### src/rtl/rxdc_pkg.sv
// Package: shared types and state codes for the receive descriptor run controller.
// Assumes: nothing beyond IEEE 1800-2017.
package rxdc_pkg;

    // Internal engine phases; running covers FETCH, XFER and WB.
    typedef enum logic [2:0] {
        ENG_STOP  = 3'd0,
        ENG_FETCH = 3'd1,
        ENG_XFER  = 3'd2,
        ENG_WB    = 3'd3,
        ENG_SUSP  = 3'd4
    } eng_state_e;

    // Visible state encoding.
    localparam logic [1:0] VIS_STOPPED   = 2'b00;
    localparam logic [1:0] VIS_RUNNING   = 2'b01;
    localparam logic [1:0] VIS_SUSPENDED = 2'b10;

    // Flag indices in the sticky status vector / clear vector.
    localparam int FLAG_SUSP = 0;
    localparam int FLAG_STOP = 1;
    localparam int NUM_FLAGS = 2;

endpackage

### src/rtl/rxdc_fsm.sv
// Module: rxdc_fsm
// Sequences the engine: stopped -> fetch -> transfer -> write-back -> fetch,
// with suspension on an unowned descriptor and deferred stop.
// Assumes: fetch_valid only matters while fetch_req is high, xfer_done only
// while xfer_req is high; run_en is a level from software.
module rxdc_fsm
    import rxdc_pkg::*;
(
    input  logic       clk,
    input  logic       rst_n,
    input  logic       run_en,
    input  logic       poll_req,
    input  logic       fetch_valid,
    input  logic       fetch_own,
    input  logic       xfer_done,
    output logic       ld_base,
    output logic       take_desc,
    output logic       advance,
    output logic       set_susp,
    output logic       set_stop,
    output logic       fetch_req,
    output logic       xfer_req,
    output logic       wb_valid,
    output logic [1:0] vis_state
);

    eng_state_e st_q, st_d;
    logic       started_q;
    logic       stop_pend_q;
    logic       in_run;
    logic       want_stop;

    assign in_run    = (st_q == ENG_FETCH) || (st_q == ENG_XFER) || (st_q == ENG_WB);
    assign want_stop = stop_pend_q || !run_en;

    // Next-state and one-cycle control strobes.
    always_comb begin
        st_d      = st_q;
        ld_base   = 1'b0;
        take_desc = 1'b0;
        advance   = 1'b0;
        set_susp  = 1'b0;
        set_stop  = 1'b0;
        unique case (st_q)
            ENG_STOP: begin
                if (run_en) begin
                    st_d    = ENG_FETCH;
                    ld_base = !started_q;
                end
            end
            ENG_FETCH: begin
                if (fetch_valid) begin
                    if (want_stop) begin
                        st_d     = ENG_STOP;
                        set_stop = 1'b1;
                    end else if (fetch_own) begin
                        st_d      = ENG_XFER;
                        take_desc = 1'b1;
                    end else begin
                        st_d     = ENG_SUSP;
                        set_susp = 1'b1;
                    end
                end
            end
            ENG_XFER: begin
                if (xfer_done) begin
                    st_d = ENG_WB;
                end
            end
            ENG_WB: begin
                advance = 1'b1;
                if (want_stop) begin
                    st_d     = ENG_STOP;
                    set_stop = 1'b1;
                end else begin
                    st_d = ENG_FETCH;
                end
            end
            ENG_SUSP: begin
                if (!run_en) begin
                    st_d     = ENG_STOP;
                    set_stop = 1'b1;
                end else if (poll_req) begin
                    st_d = ENG_FETCH;
                end
            end
            default: st_d = ENG_STOP;
        endcase
    end

    // State register.
    always_ff @(posedge clk) begin
        if (!rst_n) st_q <= ENG_STOP;
        else        st_q <= st_d;
    end

    // Remembers that a start has happened since reset.
    always_ff @(posedge clk) begin
        if (!rst_n)       started_q <= 1'b0;
        else if (ld_base) started_q <= 1'b1;
    end

    // Latches a stop request seen while running until the engine halts.
    always_ff @(posedge clk) begin
        if (!rst_n)                 stop_pend_q <= 1'b0;
        else if (st_d == ENG_STOP)  stop_pend_q <= 1'b0;
        else if (in_run && !run_en) stop_pend_q <= 1'b1;
    end

    // Handshake outputs and visible state decode.
    always_comb begin
        fetch_req = (st_q == ENG_FETCH);
        xfer_req  = (st_q == ENG_XFER);
        wb_valid  = (st_q == ENG_WB);
        if (st_q == ENG_STOP)      vis_state = VIS_STOPPED;
        else if (st_q == ENG_SUSP) vis_state = VIS_SUSPENDED;
        else                       vis_state = VIS_RUNNING;
    end

endmodule

### src/rtl/rxdc_ptr.sv
// Module: rxdc_ptr
// Holds the current descriptor pointer and the link fields of the descriptor
// being processed; computes the next pointer on write-back.
// Assumes: descriptors are DESC_BYTES apart and DESC_BYTES is a power of two.
module rxdc_ptr #(
    parameter int AW         = 32,
    parameter int DESC_BYTES = 16
) (
    input  logic          clk,
    input  logic          rst_n,
    input  logic [AW-1:0] list_base,
    input  logic          ld_base,
    input  logic          take_desc,
    input  logic          advance,
    input  logic          desc_chain,
    input  logic          desc_ring_end,
    input  logic [AW-1:0] desc_next,
    output logic [AW-1:0] cur_ptr
);

    localparam int          ALIGN_BITS = $clog2(DESC_BYTES);
    localparam logic [AW-1:0] STRIDE   = AW'(DESC_BYTES);

    logic [AW-1:0] align_mask;
    logic [AW-1:0] ptr_q;
    logic [AW-1:0] next_q;
    logic          chain_q;
    logic          rend_q;
    logic [AW-1:0] seq_ptr;
    logic [AW-1:0] adv_ptr;

    // Alignment mask built per bit; low ALIGN_BITS cleared.
    for (genvar b = 0; b < AW; b++) begin : g_mask
        if (b < ALIGN_BITS) begin : g_lo
            assign align_mask[b] = 1'b0;
        end else begin : g_hi
            assign align_mask[b] = 1'b1;
        end
    end

    assign seq_ptr = ptr_q + STRIDE;

    // Choose the following descriptor address.
    always_comb begin
        if (chain_q)     adv_ptr = next_q;
        else if (rend_q) adv_ptr = list_base & align_mask;
        else             adv_ptr = seq_ptr;
    end

    // Pointer register: base load on first start, advance after write-back.
    always_ff @(posedge clk) begin
        if (!rst_n)       ptr_q <= '0;
        else if (ld_base) ptr_q <= list_base & align_mask;
        else if (advance) ptr_q <= adv_ptr;
    end

    // Capture link fields of an accepted descriptor.
    always_ff @(posedge clk) begin
        if (!rst_n) begin
            next_q  <= '0;
            chain_q <= 1'b0;
            rend_q  <= 1'b0;
        end else if (take_desc) begin
            next_q  <= desc_next & align_mask;
            chain_q <= desc_chain;
            rend_q  <= desc_ring_end;
        end
    end

    assign cur_ptr = ptr_q;

endmodule

### src/rtl/rxdc_flags.sv
// Module: rxdc_flags
// Sticky status flags with write-1-to-clear; a set in the same cycle wins.
// Assumes: set and clear inputs are single-cycle strobes.
module rxdc_flags #(
    parameter int NF = 2
) (
    input  logic          clk,
    input  logic          rst_n,
    input  logic [NF-1:0] set_vec,
    input  logic [NF-1:0] clr_vec,
    output logic [NF-1:0] flags
);

    for (genvar i = 0; i < NF; i++) begin : g_flag
        logic f_q;
        // One sticky bit: set dominates clear.
        always_ff @(posedge clk) begin
            if (!rst_n)          f_q <= 1'b0;
            else if (set_vec[i]) f_q <= 1'b1;
            else if (clr_vec[i]) f_q <= 1'b0;
        end
        assign flags[i] = f_q;
    end

endmodule

### src/rtl/rx_desc_run_ctrl.sv
// Module: rx_desc_run_ctrl
// Top of the receive descriptor run controller: joins the sequencer, the
// pointer unit and the sticky flags.
// Assumes: the fetch unit and frame datapath obey the req/valid and req/done
// handshakes described in the brief.
module rx_desc_run_ctrl
    import rxdc_pkg::*;
#(
    parameter int AW         = 32,
    parameter int DESC_BYTES = 16
) (
    input  logic          clk,
    input  logic          rst_n,
    input  logic          run_en,
    input  logic [AW-1:0] list_base,
    input  logic          poll_req,
    input  logic [1:0]    clr_flags,
    output logic          fetch_req,
    output logic [AW-1:0] fetch_addr,
    input  logic          fetch_valid,
    input  logic          fetch_own,
    input  logic          fetch_chain,
    input  logic          fetch_ring_end,
    input  logic [AW-1:0] fetch_next,
    output logic          xfer_req,
    output logic [AW-1:0] xfer_addr,
    input  logic          xfer_done,
    output logic          wb_valid,
    output logic [AW-1:0] wb_addr,
    output logic [1:0]    rx_state,
    output logic          susp_flag,
    output logic          stop_flag
);

    logic                 ld_base;
    logic                 take_desc;
    logic                 advance;
    logic                 set_susp;
    logic                 set_stop;
    logic [AW-1:0]        cur_ptr;
    logic [NUM_FLAGS-1:0] set_vec;
    logic [NUM_FLAGS-1:0] flag_vec;

    rxdc_fsm u_fsm (
        .clk         (clk),
        .rst_n       (rst_n),
        .run_en      (run_en),
        .poll_req    (poll_req),
        .fetch_valid (fetch_valid),
        .fetch_own   (fetch_own),
        .xfer_done   (xfer_done),
        .ld_base     (ld_base),
        .take_desc   (take_desc),
        .advance     (advance),
        .set_susp    (set_susp),
        .set_stop    (set_stop),
        .fetch_req   (fetch_req),
        .xfer_req    (xfer_req),
        .wb_valid    (wb_valid),
        .vis_state   (rx_state)
    );

    rxdc_ptr #(
        .AW         (AW),
        .DESC_BYTES (DESC_BYTES)
    ) u_ptr (
        .clk           (clk),
        .rst_n         (rst_n),
        .list_base     (list_base),
        .ld_base       (ld_base),
        .take_desc     (take_desc),
        .advance       (advance),
        .desc_chain    (fetch_chain),
        .desc_ring_end (fetch_ring_end),
        .desc_next     (fetch_next),
        .cur_ptr       (cur_ptr)
    );

    // Route flag set strobes by index.
    always_comb begin
        set_vec            = '0;
        set_vec[FLAG_SUSP] = set_susp;
        set_vec[FLAG_STOP] = set_stop;
    end

    rxdc_flags #(
        .NF (NUM_FLAGS)
    ) u_flags (
        .clk     (clk),
        .rst_n   (rst_n),
        .set_vec (set_vec),
        .clr_vec (clr_flags),
        .flags   (flag_vec)
    );

    assign fetch_addr = cur_ptr;
    assign xfer_addr  = cur_ptr;
    assign wb_addr    = cur_ptr;
    assign susp_flag  = flag_vec[FLAG_SUSP];
    assign stop_flag  = flag_vec[FLAG_STOP];

endmodule

### config.mk
export PLATFORM = sky130hd
export DESIGN_NAME = rx_desc_run_ctrl
export DESIGN_NICKNAME = d
export VERILOG_FILES = /design/src/rtl/rxdc_pkg.sv /design/src/rtl/rxdc_fsm.sv /design/src/rtl/rxdc_ptr.sv /design/src/rtl/rxdc_flags.sv /design/src/rtl/rx_desc_run_ctrl.sv
export SDC_FILE = /design/constraint.sdc
export NUM_CORES = 1
export LEC_CHECK = 0
export ABC_AREA = 1
export BUFFER_PORTS_ARGS = -buffer_cell sky130_fd_sc_hd__buf_2
export CAP_MARGIN = 30
export CORE_ASPECT_RATIO = 0.5
export CORE_MARGIN = 2
export CORE_UTILIZATION = 30
export DETAILED_ROUTE_END_ITERATION = 8
export GPL_TIMING_DRIVEN = 0
export HOLD_SLACK_MARGIN = 0.06
export MAX_ROUTING_LAYER = met4
export PLACE_DENSITY = 0.51
export REMOVE_ABC_BUFFERS = 1
export SKIP_LAST_GASP = 1
export SYNTH_ARGS = -nofsm -noshare
export SYNTH_HDL_FRONTEND = slang
export SYNTH_SLANG_ARGS = --single-unit
### constraint.sdc
create_clock -name clk -period 1.8 [get_ports clk]
set_input_delay 0 -clock clk [delete_from_list [all_inputs] [get_ports clk]]
set_output_delay 0 -clock clk [all_outputs]
set_load 0.02 [all_outputs]
# Word-level counts from Yosys, hierarchy flattened
# Cells that the tools add are included.
# totals
mem_count	0
elab_cells	63
ramBits	0
latchBits	0
register_bits	69
romBits	0
output_inout_bits	103
# classes
n_addsub	1
n_shift	0
div	0
n_bitwise	1
n_mul	0
n_lt_le_gt_ge	0
n_reduce_logical	13
eq_ne	4
n_mux	34
# ops
operator	count
$mux W32	4
$add A32 B5 Y32 const B	1
$mux W3	7
$mux W1	19
$pmux W3 S5	1
$eq A3 B2 Y1 const B	2
$logic_not A3 Y1	2
$reduce_bool A2 Y1	3
$mux W2	2
$reduce_or A2 Y1	2
$eq A3 B1 Y1 const B	1
$eq A3 B3 Y1 const B	1
$logic_or A1 B1 Y1	3
$pmux W1 S3	1
$logic_not A1 Y1	2
$logic_and A1 B1 Y1	1
$not A1 Y1	1

# Longest topological paths before layout
# Gate-level depths: netlist of the first run.
# logic_depth
word_depth	7
ltp_mapped	11

# By module
# A second synthesis of the first run with hierarchy kept.
# hier_totals
cells_unflattened	698
area_unflattened_um2	4603.2
# modules_own_cells
mod	area_each_um2	cells_each	instances
rxdc_ptr	3684.8	567	1
rx_desc_run_ctrl	480.5	64	1
rxdc_fsm	346.6	54	1
rxdc_flags	91.3	13	1

# Least setup slack after synthesis of the first run
# Ideal clock, no wire load.
# synth_timing
path_kind	reg-to-reg
start	register u_ptr.ptr_q[5], in the netlist u_ptr.cur_ptr[5]
end	register u_ptr.ptr_q[18], in the netlist u_ptr.cur_ptr[18]
path_stages_with_launch	11
path_buffers	0
setup_slack_ps	81
t_required_ps	1672
t_arrival_ps	1592
setup_ps	128
cell_sequence	dfxtp_1 ha_1 nand2_2 nor2_4 nand3_2 nor2_1 nand2_1 nand3_1 nand2_1 a21oi_1 nor2_1
# synth_via
elab_chain_len	5
# synth_lines
item	line	rtl
start: declaration	rxdc_ptr.sv:25	logic [AW-1:0] ptr_q;
start signal: assignment	rxdc_ptr.sv:53	else if (ld_base) ptr_q <= list_base & align_mask;
start signal: assignment	rxdc_ptr.sv:54	else if (advance) ptr_q <= adv_ptr;
$add A32 B5 Y32	rxdc_ptr.sv:41	assign seq_ptr = ptr_q + STRIDE;
$mux W32	rxdc_ptr.sv:46	else if (rend_q) adv_ptr = list_base & align_mask;
$mux W32	rxdc_ptr.sv:45	if (chain_q) adv_ptr = next_q;
$mux W32	rxdc_ptr.sv:54	
$mux W32	rxdc_ptr.sv:53	
# Every way passes these cells. The select of a mux whose other input is x is not followed.
# A chain may end at the register's enable or synchronous reset.

# Final worst setup path of the first run
# layout_timing
start	register u_fsm.st_q[0]
end	register u_fsm.stop_pend_q
# layout_via
elab_chain_len	5
word_cells_on_any_way	16
classes_between	eq/ne (4); mux (6); reduce/logical (6)
# layout_lines
item	line	rtl
start: declaration	rxdc_fsm.sv:27	eng_state_e st_q, st_d;
start signal: assignment	rxdc_fsm.sv:94	else st_q <= st_d;
$mux W3	rxdc_fsm.sv:83	end else if (poll_req) begin
$mux W3	rxdc_fsm.sv:80	if (!run_en) begin
$pmux W3 S5	rxdc_fsm.sv:44	unique case (st_q)
$logic_not A3 Y1	rxdc_fsm.sv:106	else if (st_d == ENG_STOP) stop_pend_q <= 1'b0;
$reduce_or A2 Y1 (no source line)	n/a	
end signal: assignment	rxdc_fsm.sv:105	if (!rst_n) stop_pend_q <= 1'b0;
end signal: assignment	rxdc_fsm.sv:106	
end signal: assignment	rxdc_fsm.sv:107	else if (in_run && !run_en) stop_pend_q <= 1'b1;
end: declaration	rxdc_fsm.sv:29	logic stop_pend_q;
# Several ways; a longest one is shown, not always the timed one.

==> results of run 1 <==
[stage by stage]
stage / std cells / utilization, % / total power [mW] / instance area (µm²) / TNS [ns]
2_1_floorplan: 635 / - / 2.20 / 3970 / -2.87
3_3_place_gp: 1002 / 34.4 / 2.52 / 5060 / -46.94
3_5_place_dp: 1006 / 35.1 / 2.54 / 5150 / -26.09
4_1_cts: 1089 / 42.4 / 4.79 / 6240 / -0.403
5_1_grt: 1102 / 43.7 / 4.98 / 6430 / -0.00446
6_report: 1102 / 43.7 / 4.77 / 6430 / 0
[sequential cells by signal (all words and copies together) (netlist names)]
signal              cells
u_ptr.next_q           28
u_ptr.rend_q            1
u_fsm.started_q         1
u_fsm.st_q              3
u_ptr.chain_q           1
u_flags.g_flag.f_q      2
u_fsm.stop_pend_q       1
u_ptr.cur_ptr          32
[report_power, final]
part           total (mW)  switching, mW  internal [mW]
combinational       0.973          0.578          0.395
clock                2.09          0.732           1.36
sequential           1.71          0.112           1.60
total                4.77           1.42           3.35
[layout make-up]
| cell class | instances | area share (%) |
|---|---|---|
| Tap cell | 198 | 3.85 |
| Sequential cell | 69 | 21.7 |
| Clock inverter | 7 | 1.93 |
| Inverter | 71 | 4.59 |
| Clock buffer | 9 | 3.50 |
| Timing Repair inverter | 3 | 0.370 |
| Multi-Input combinational cell | 499 | 37.9 |
| Timing Repair Buffer | 246 | 26.1 |
[tightest hold or removal path, delay by kind of cell]
| family | cells | cell delay [ns] |
|---|---|---|
| buffers and inverters | 3 | 0.30 |
| and+or+nand+nor | 1 | 0.03 |
| AOI/OAI and AO/OA | 1 | 0.10 |
[synthesized netlist by cell type, types with 9 or more instances]
library cell	number	share of area [%]
inv_1	62	5.1
o21ai_1	15	1.6
dfxtp_1	69	30
inv_2	9	0.74
a21oi_1	67	7.3
nand3_1	29	3.2
clkbuf_1	19	1.6
buf_4	65	11
nor2_1	129	11
buf_2	9	0.98
nor2_2	9	1.2
o21ai_0	54	5.9
nand2_1	139	11
[cell usage in the layout, fill, tap and decap left out, types with 4 or more instances in the layout]
master         instances
buf_12                 4
inv_2                  7
nand2_1              138
dfxtp_1               62
buf_4                  7
clkbuf_16              9
nor2_4                 8
xor2_1                 6
a21oi_1               66
nor2_2                 7
nor2_1               129
a22o_1                 5
buf_2                169
nor3b_1                4
a31oi_1                5
dlygate4sd3_1         63
inv_1                 59
o21ai_1               21
nand3_1               29
o21ai_0               48
nand3_4                4
nand3_2                5
nand2_2                7
nand4_1                4
dfxtp_2                4
clkinvlp_4             6
[final timing paths]
check | cells past startpoint | startpoint | slack (ns) | to
worst min-delay path | 5 | run_en | 0.14 | u_fsm.st_q[2]
worst min register to register | 2 | u_ptr.next_q[5] | 0.45 | u_ptr.next_q[5]
worst max register to register | 8 | u_fsm.st_q[0] | 0.11 | u_fsm.stop_pend_q
worst max-delay path | 8 | u_fsm.st_q[0] | 0.11 | u_fsm.stop_pend_q
[what timing repair did]
item	in CTS	in global routing
hold buffers	63	0
setup endpoints to repair	65	63
endpoints found under the hold margin	63	0
pin swaps	2	3
buffers inserted	0	10
gates resized for setup	17	24
gates cloned	4	3
[metal layers]
metal | vias up | track usage, % | share of wire, %
met1 | 2391 | 27.1 | 50
met5 | - | - | 0
met2 | 131 | 30.0 | 44
met4 | 0 | 4.34 | 1.5
met3 | 16 | 3.43 | 4.5
li1 | 2629 | - | -
[kinds of logic after synthesis]
kind of cell    synth area share, %
compound gates                 17.5
xor+xnor                       1.15
fa+ha+maj                     0.273
buf+inv                        19.2
flops                          30.1
simple gates                   31.7
==> flow_summary.toml, run 1 <==
[global_routing]
antenna_found_initial = 0
grt_max_degree = 36
grt_pass1_wl_mm = 24.4
grt_usage_pct = 19.7
grt-ovfl-total = 0
grt_pass1_vias = 4657

[critical_path]
slowest_delay_ns = 0.33
path_cells = "inv_1 > nor2_4 > nand2_1 > clkinvlp_4 > nand3_4 > nand2_1 > nor3_1 > nor3_1"
cpMaxStageDelayCell = "dfxtp_1"
worst_setup_path_end_kind = "register"
crit_family = "simple AND/OR/NAND/NOR gates"
worstSetupPathType = "register to register"
startpoint_type = "register"
critPathRequiredTime_ns = 2.02
cp_max_fo = 6
path_buf_inv = 2
crit_arrival_ns = 1.90

[sta]
period_minus_slack_ns = 1.69
fin_crit_sh_pct = 93.6
slew_headroom_pct = 57.9
whs_ns = 0.137
fin_ws_ns = 0.115
slew_violations = 0
setup_viol = 0
finalClockSkew_ns = 0.00494
hold_viol = 0
worst_pin_slew_ns = 0.632
fmax_mhz = 593

[logic_synthesis]
yosys_warnings = 0
syn_avg_cell_area_um2 = 6.29
synth_ff_type = "dfxtp_1"
synthDistinctLibCells = 28
syn_inst = 729
synth_area_um2 = 4590
synthArstFlopShare_pct = 0
synth-seq-area-share_pct = 30.1
synth_edf_count = 0
synth-seq-cells = 69

[route]
post_drt_wl_per_cell_um = 14.7
drtAntennaViolNets = 0
drt_pass1_iterations = 5
route.detailed.drc = 0
drt-vias-per-instance = 4.69
num_vias = 5167
wl_mm = 16.2
drtIter0Drc = 282

[placed_design]
io_buffer_count = 169
dpl.hpwl_mm = 10.4
gp_congestion = 0.823
dp_worst_setup_slack_ns = -0.688

[floorplan]
die_y_um = 91.4
pin_count = 178
coreArea_um2 = 14700
initial_core_util_pct = 31.2
rows = 31
fp.dieW_um = 179
die_area_um2 = 16400

[power_and_ir_drop]
peakVddDrop_v = 0.000450
p_leak_nw = 3.00
powerDensity_nw_per_um2 = 742

[status]
run_status = "finished, final reports clean"

[finish]
nets = 975
final_layout_size_suffix_gt1_share_pct = 28.4
area_delta_synth_final_pct = 40.2
multi_input_area_um2 = 2440
register_area_um2 = 1400
diodes = 0
fillers = 1572

[cts]
path_clk_slew_ns = 0.06
clock_latency_ns = 0.34
clockBufferDepth = 2
cts_root_buffer = "clkbuf_16"
cts_tree = "done"
cts_buffers = 9
clock_sinks = 69
htree_levels = 3

[job]
maxCapViolations = 0

[worst_hold_path]
hold_path_class = "input port to register"
Power figures use the tool's default switching activity.
==> inputs of run 2 (changes only) <==
Settings changed: PLACE_DENSITY 0.51 to default.
==> flow_summary.toml, run 2 (synthesis gave the netlist of run 1 again) <==
[worst_hold_path]
hold_end = "u_flags.g_flag[1].f_q"
min_delay_path_depth = 5
hp-start = "fetch_valid"
hold_path_class = "input port to register"

[floorplan]
rows = 31
pin_count = 178
die_y_um = 91.4
die_area_um2 = 16400
fp.dieW_um = 179
initial_core_util_pct = 31.2
coreArea_um2 = 14700

[placed_design]
dpl.hpwl_mm = 10.3
io_buffer_count = 169
dp_worst_setup_slack_ns = -0.553
gp_congestion = 0.877
dpl_cell_area_um2 = 5160

[finish]
mostFrequentLayoutCells = "buf_2 (169), nand2_1 (138), nor2_1 (129)"
largest_reg_flops = 32
post-route-util_pct = 42.4
nets = 963
final_layout_size_suffix_gt1_share_pct = 27.7
diodes = 0
design_area_um2 = 6240
mostFrequentLayoutCell = "buf_2"
fillers = 1543
area_delta_synth_final_pct = 36.0

[critical_path]
slowest_delay_ns = 0.38
path_cells = "ha_2 > nand2_2 > nor2_4 > nand3_4 > nor2_1 > nand2_1 > nand3_1 > nand2_1 > a21oi_1 > nor2_1"
crit_arrival_ns = 1.92
crit_family = "simple AND/OR/NAND/NOR gates"
cp.depth = 10
startpoint_type = "register"
worst_setup_path_end_kind = "register"
reg2reg_from = "u_ptr.cur_ptr[5]"
r2r_end = "u_ptr.cur_ptr[18]"
worstSetupPathType = "register to register"
path_buf_inv = 0
cp_max_fo = 7
reg2regPathDepth = 10
rrSetupSlack_ns = 0.11
critPathRequiredTime_ns = 2.03
cpMaxStageDelayCell = "dfxtp_4"

[power_and_ir_drop]
powerDensity_nw_per_um2 = 708
clockPowerShare_pct = 39.8
power_frac_comb_pct = 21.5
p_leak_nw = 2.92
seqPwrFrac_pct = 38.7
peakVddDrop_v = 0.000420
switching_share_pct = 31.0
p_int_mw = 3.05
switching_power_mw = 1.37

[global_routing]
grt_pass1_wl_mm = 24.4
grt-ovfl-total = 0
grt_max_degree = 36
grt_usage_pct = 19.3
grt_pass1_vias = 4708
antenna_found_initial = 0

[sta]
fin_ws_ns = 0.107
setup_viol = 0
whs_ns = 0.0727
fmax_mhz = 591
rsz0062_at_grt = "true"
slew_violations = 0
finalClockSkew_ns = 0.00805
slew_headroom_pct = 58.3
hold_viol = 0
worst_pin_slew_ns = 0.626
fin_crit_sh_pct = 94.1
period_minus_slack_ns = 1.69
final.setup.tns_ns = 0

[cts]
path_clk_slew_ns = 0.06
cts_buffers = 9
clock_latency_ns = 0.33
clock_sinks = 69
clockBufferDepth = 2
htree_levels = 3
cts_tree = "done"
cts_root_buffer = "clkbuf_16"

[route]
drt_pass1_iterations = 5
drt-vias-per-instance = 4.66
drtAntennaViolNets = 0
num_vias = 5074
post_drt_wl_per_cell_um = 14.2
route.detailed.drc = 0
wl_mm = 15.4
drtIter0Drc = 315

[job]
maxCapViolations = 0

[status]
run_status = "finished, final reports clean"
## run 2: changes by cell type in the layout (fill, tap and decap cells not counted), moves of 3 or more
cell	delta
o21ai_1	-6
buf_12	-4
o21ai_0	+6
dlygate4sd3_1	-4
buf_4	-3
## run 2: layout make-up
type                       count  area [µm²]  share of cell area, %
multi-input combinational    498        2430                   39.0
timing repair buffer         236        1560                   25.1
sequential                    69        1400                   22.4
inverter                      71         289                   4.63
tap                          198         248                   3.97
clock buffer                  10         229                   3.67
clock inverter                 6        63.8                   1.02
timing repair inverter         2        15.0                  0.241
## run 2: timing repair
action                                  4_1_cts  5_1_grt
resized for setup                            15       19
endpoints found under the setup margin       65       48
pin swaps                                     1        2
setup buffers                                 0        4
hold endpoints to repair                     59        0
cloned                                        4        1
hold buffers                                 59        0
## run 2: how the worst max path moves through the flow
stage                           from                 to  slack (ns)
global route        u_ptr.cur_ptr[9]  u_ptr.cur_ptr[24]       -0.05
floorplan           u_ptr.cur_ptr[5]  u_ptr.cur_ptr[18]       -0.28
global placement        u_ptr.rend_q   u_ptr.cur_ptr[5]       -1.05
CTS                 u_ptr.cur_ptr[5]  u_ptr.cur_ptr[18]      0.0004
finish              u_ptr.cur_ptr[5]  u_ptr.cur_ptr[18]        0.11
detailed placement     u_fsm.st_q[0]   u_ptr.next_q[22]       -0.55
## run 2: power by group through the flow
stage	Sequential (mW)	Combinational (mW)	Clock (mW)
after floorplan	1.88	0.312	0
final	1.71	0.950	1.76
after detailed placement	1.74	0.802	0
after global routing	1.72	1.04	1.86
after global placement	1.75	0.774	0
after CTS	1.71	0.935	1.79
## run 2: metal layers
layer  vias up  part of all wire (%)  wire length (µm)  track usage (%)
li1       2600                     -                 -                -
met1      2330                    47              7210             24.9
met3         9                   5.3               820             4.02
met2       135                    47              7280             31.1
met4         0                  0.83               128             4.54
met5         -                     0                 0                -
## run 2: worst min-delay path: stages
cell and delay (ns):
buf_2 0.11, o211ai_1 0.10, o221ai_1 0.08, nand2_1 0.05
inv_1 0.04
## run 2: metrics by stage
| step | cells | total power [mW] |
|---|---|---|
| after CTS | 1085 | 4.43 |
| final | 1090 | 4.42 |
| after floorplan | 635 | 2.20 |
| after detailed placement | 1006 | 2.54 |
| after global placement | 1002 | 2.52 |
| after global routing | 1090 | 4.62 |
==> inputs of run 3 (changes only) <==
==> constraint.sdc (replaced) <==
create_clock -name clk -period 1.8 [get_ports clk]
set_input_delay 0.18 -clock clk [delete_from_list [all_inputs] [get_ports clk]]
set_output_delay 0.18 -clock clk [all_outputs]
set_load 0.02 [all_outputs]
==> flow_summary.toml, run 3 (synthesis gave the netlist of run 1 again) <==
[sta]
rsz0062_at_grt = "true"
hold_viol = 0
period_minus_slack_ns = 1.69
fmax_mhz = 591
fin_crit_sh_pct = 94.0
fin_ws_ns = 0.109
slew_violations = 0
finalClockSkew_ns = 0.00916
slew_headroom_pct = 58.8
setup_viol = 0
worst_pin_slew_ns = 0.618

[finish]
nets = 904
fillers = 1602
final_layout_size_suffix_gt1_share_pct = 29.7
mostFrequentLayoutCells = "buf_2 (169), nand2_1 (138), nor2_1 (129)"
mostFrequentLayoutCell = "buf_2"
register_area_um2 = 1400
largest_reg_flops = 32
design_area_um2 = 5650
post-route-util_pct = 38.4
multi_input_area_um2 = 2430
area_delta_synth_final_pct = 23.2

[floorplan]
initial_core_util_pct = 31.2
die_area_um2 = 16400
die_y_um = 91.4
pin_count = 178
fp.dieW_um = 179
rows = 31
coreArea_um2 = 14700

[global_routing]
grt_usage_pct = 18.6
grt-ovfl-total = 0
grt_pass1_wl_mm = 23.3
grt_pass1_vias = 4448
antenna_found_initial = 2
grt_max_degree = 36

[cts]
path_clk_slew_ns = 0.06
hold_buffers = 0
htree_levels = 3
clockBufferDepth = 2
clock_sinks = 69
cts_tree = "done"
cts_root_buffer = "clkbuf_16"
cts_buffers = 9
clock_latency_ns = 0.34

[route]
drtIter0Drc = 271
drtAntennaViolNets = 0
num_vias = 4847
drt-vias-per-instance = 4.69
post_drt_wl_per_cell_um = 14.6
wl_mm = 15.0
drt_pass1_iterations = 5
route.detailed.drc = 0

[critical_path]
crit_arrival_ns = 1.92
worst_setup_path_end_kind = "register"
cpMaxStageDelayCell = "dfxtp_4"
worstSetupPathType = "register to register"
startpoint_type = "register"
path_cells = "ha_2 > nand2_2 > nor2_4 > nand3_4 > nor2_1 > nand2_1 > nand3_1 > nand2_1 > a21oi_1 > nor2_1"
cp_max_fo = 7
critPathRequiredTime_ns = 2.03
slowest_delay_ns = 0.38

[status]
run_status = "finished, final reports clean"

[placed_design]
dpl_cell_area_um2 = 5160
gp_congestion = 0.877
dpl.hpwl_mm = 10.3
dp_worst_setup_slack_ns = -0.553
io_buffer_count = 169

[power_and_ir_drop]
peakVddDrop_v = 0.000420
p_leak_nw = 2.67
power_mw = 4.32
powerDensity_nw_per_um2 = 765

[worst_hold_path]
hold_path_class = "input port to register"

[job]
maxCapViolations = 0
## run 3: cell type report
type	count	area share (%)
clock inverter	6	1.13
clock buffer	10	4.05
antenna	2	0.0886
timing repair buffer	177	17.2
sequential	69	24.7
inverter	71	5.12
timing repair inverter	2	0.266
tap	198	4.38
multi-input combinational	498	43.0
## run 3: repair_timing
action | in CTS | in global routing
endpoints found under the setup margin | 65 | 47
pin swaps | 1 | 2
endpoints found under the hold margin | 0 | 0
gates resized for setup | 15 | 19
gates cloned | 4 | 1
setup buffers | 0 | 4
## run 3: final timing paths
path	startpoint	endpoint	slack (ns)	cells past startpoint
max	u_ptr.cur_ptr[5]	u_ptr.cur_ptr[18]	0.11	10
min	fetch_next[14]	u_ptr.next_q[14]	0.1	3
max reg2reg	u_ptr.cur_ptr[5]	u_ptr.cur_ptr[18]	0.11	10
min reg2reg	u_ptr.next_q[9]	u_ptr.next_q[9]	0.46	2
## run 3: worst max-delay path, delay by kind of cell, from the launching register on
| kind | cells | cell delay, ns |
|---|---|---|
| DFF | 1 | 0.38 |
| adders and majority gates | 1 | 0.21 |
| and+or+nand+nor | 8 | 0.87 |
| AOI/OAI and AO/OA | 1 | 0.13 |
## run 3: metrics by stage
step,std cells,setup TNS [ns],hold WS [ns]
after global placement,1002,-40.26,0.430
after floorplan,635,-2.87,0.278
after detailed placement,1006,-19.65,0.441
final,1033,0,0.0960
after global routing,1033,-0.0860,0.102
after CTS,1026,0,0.0932
## run 3: report_power, final
part	leakage, nW	internal, mW	switching, mW	total [mW]
clock	0.138	1.07	0.694	1.76
combinational	1.97	0.297	0.550	0.846
sequential	0.565	1.60	0.113	1.71
## run 3: metal layers
| metal | track usage, % | part of all wire, % | up-vias |
|---|---|---|---|
| met5 | - | 0 | - |
| met4 | 4.81 | 1.3 | 0 |
| met3 | 4.02 | 4.9 | 11 |
| met2 | 29.2 | 47 | 122 |
| met1 | 24.3 | 47 | 2232 |
| li1 | - | - | 2482 |
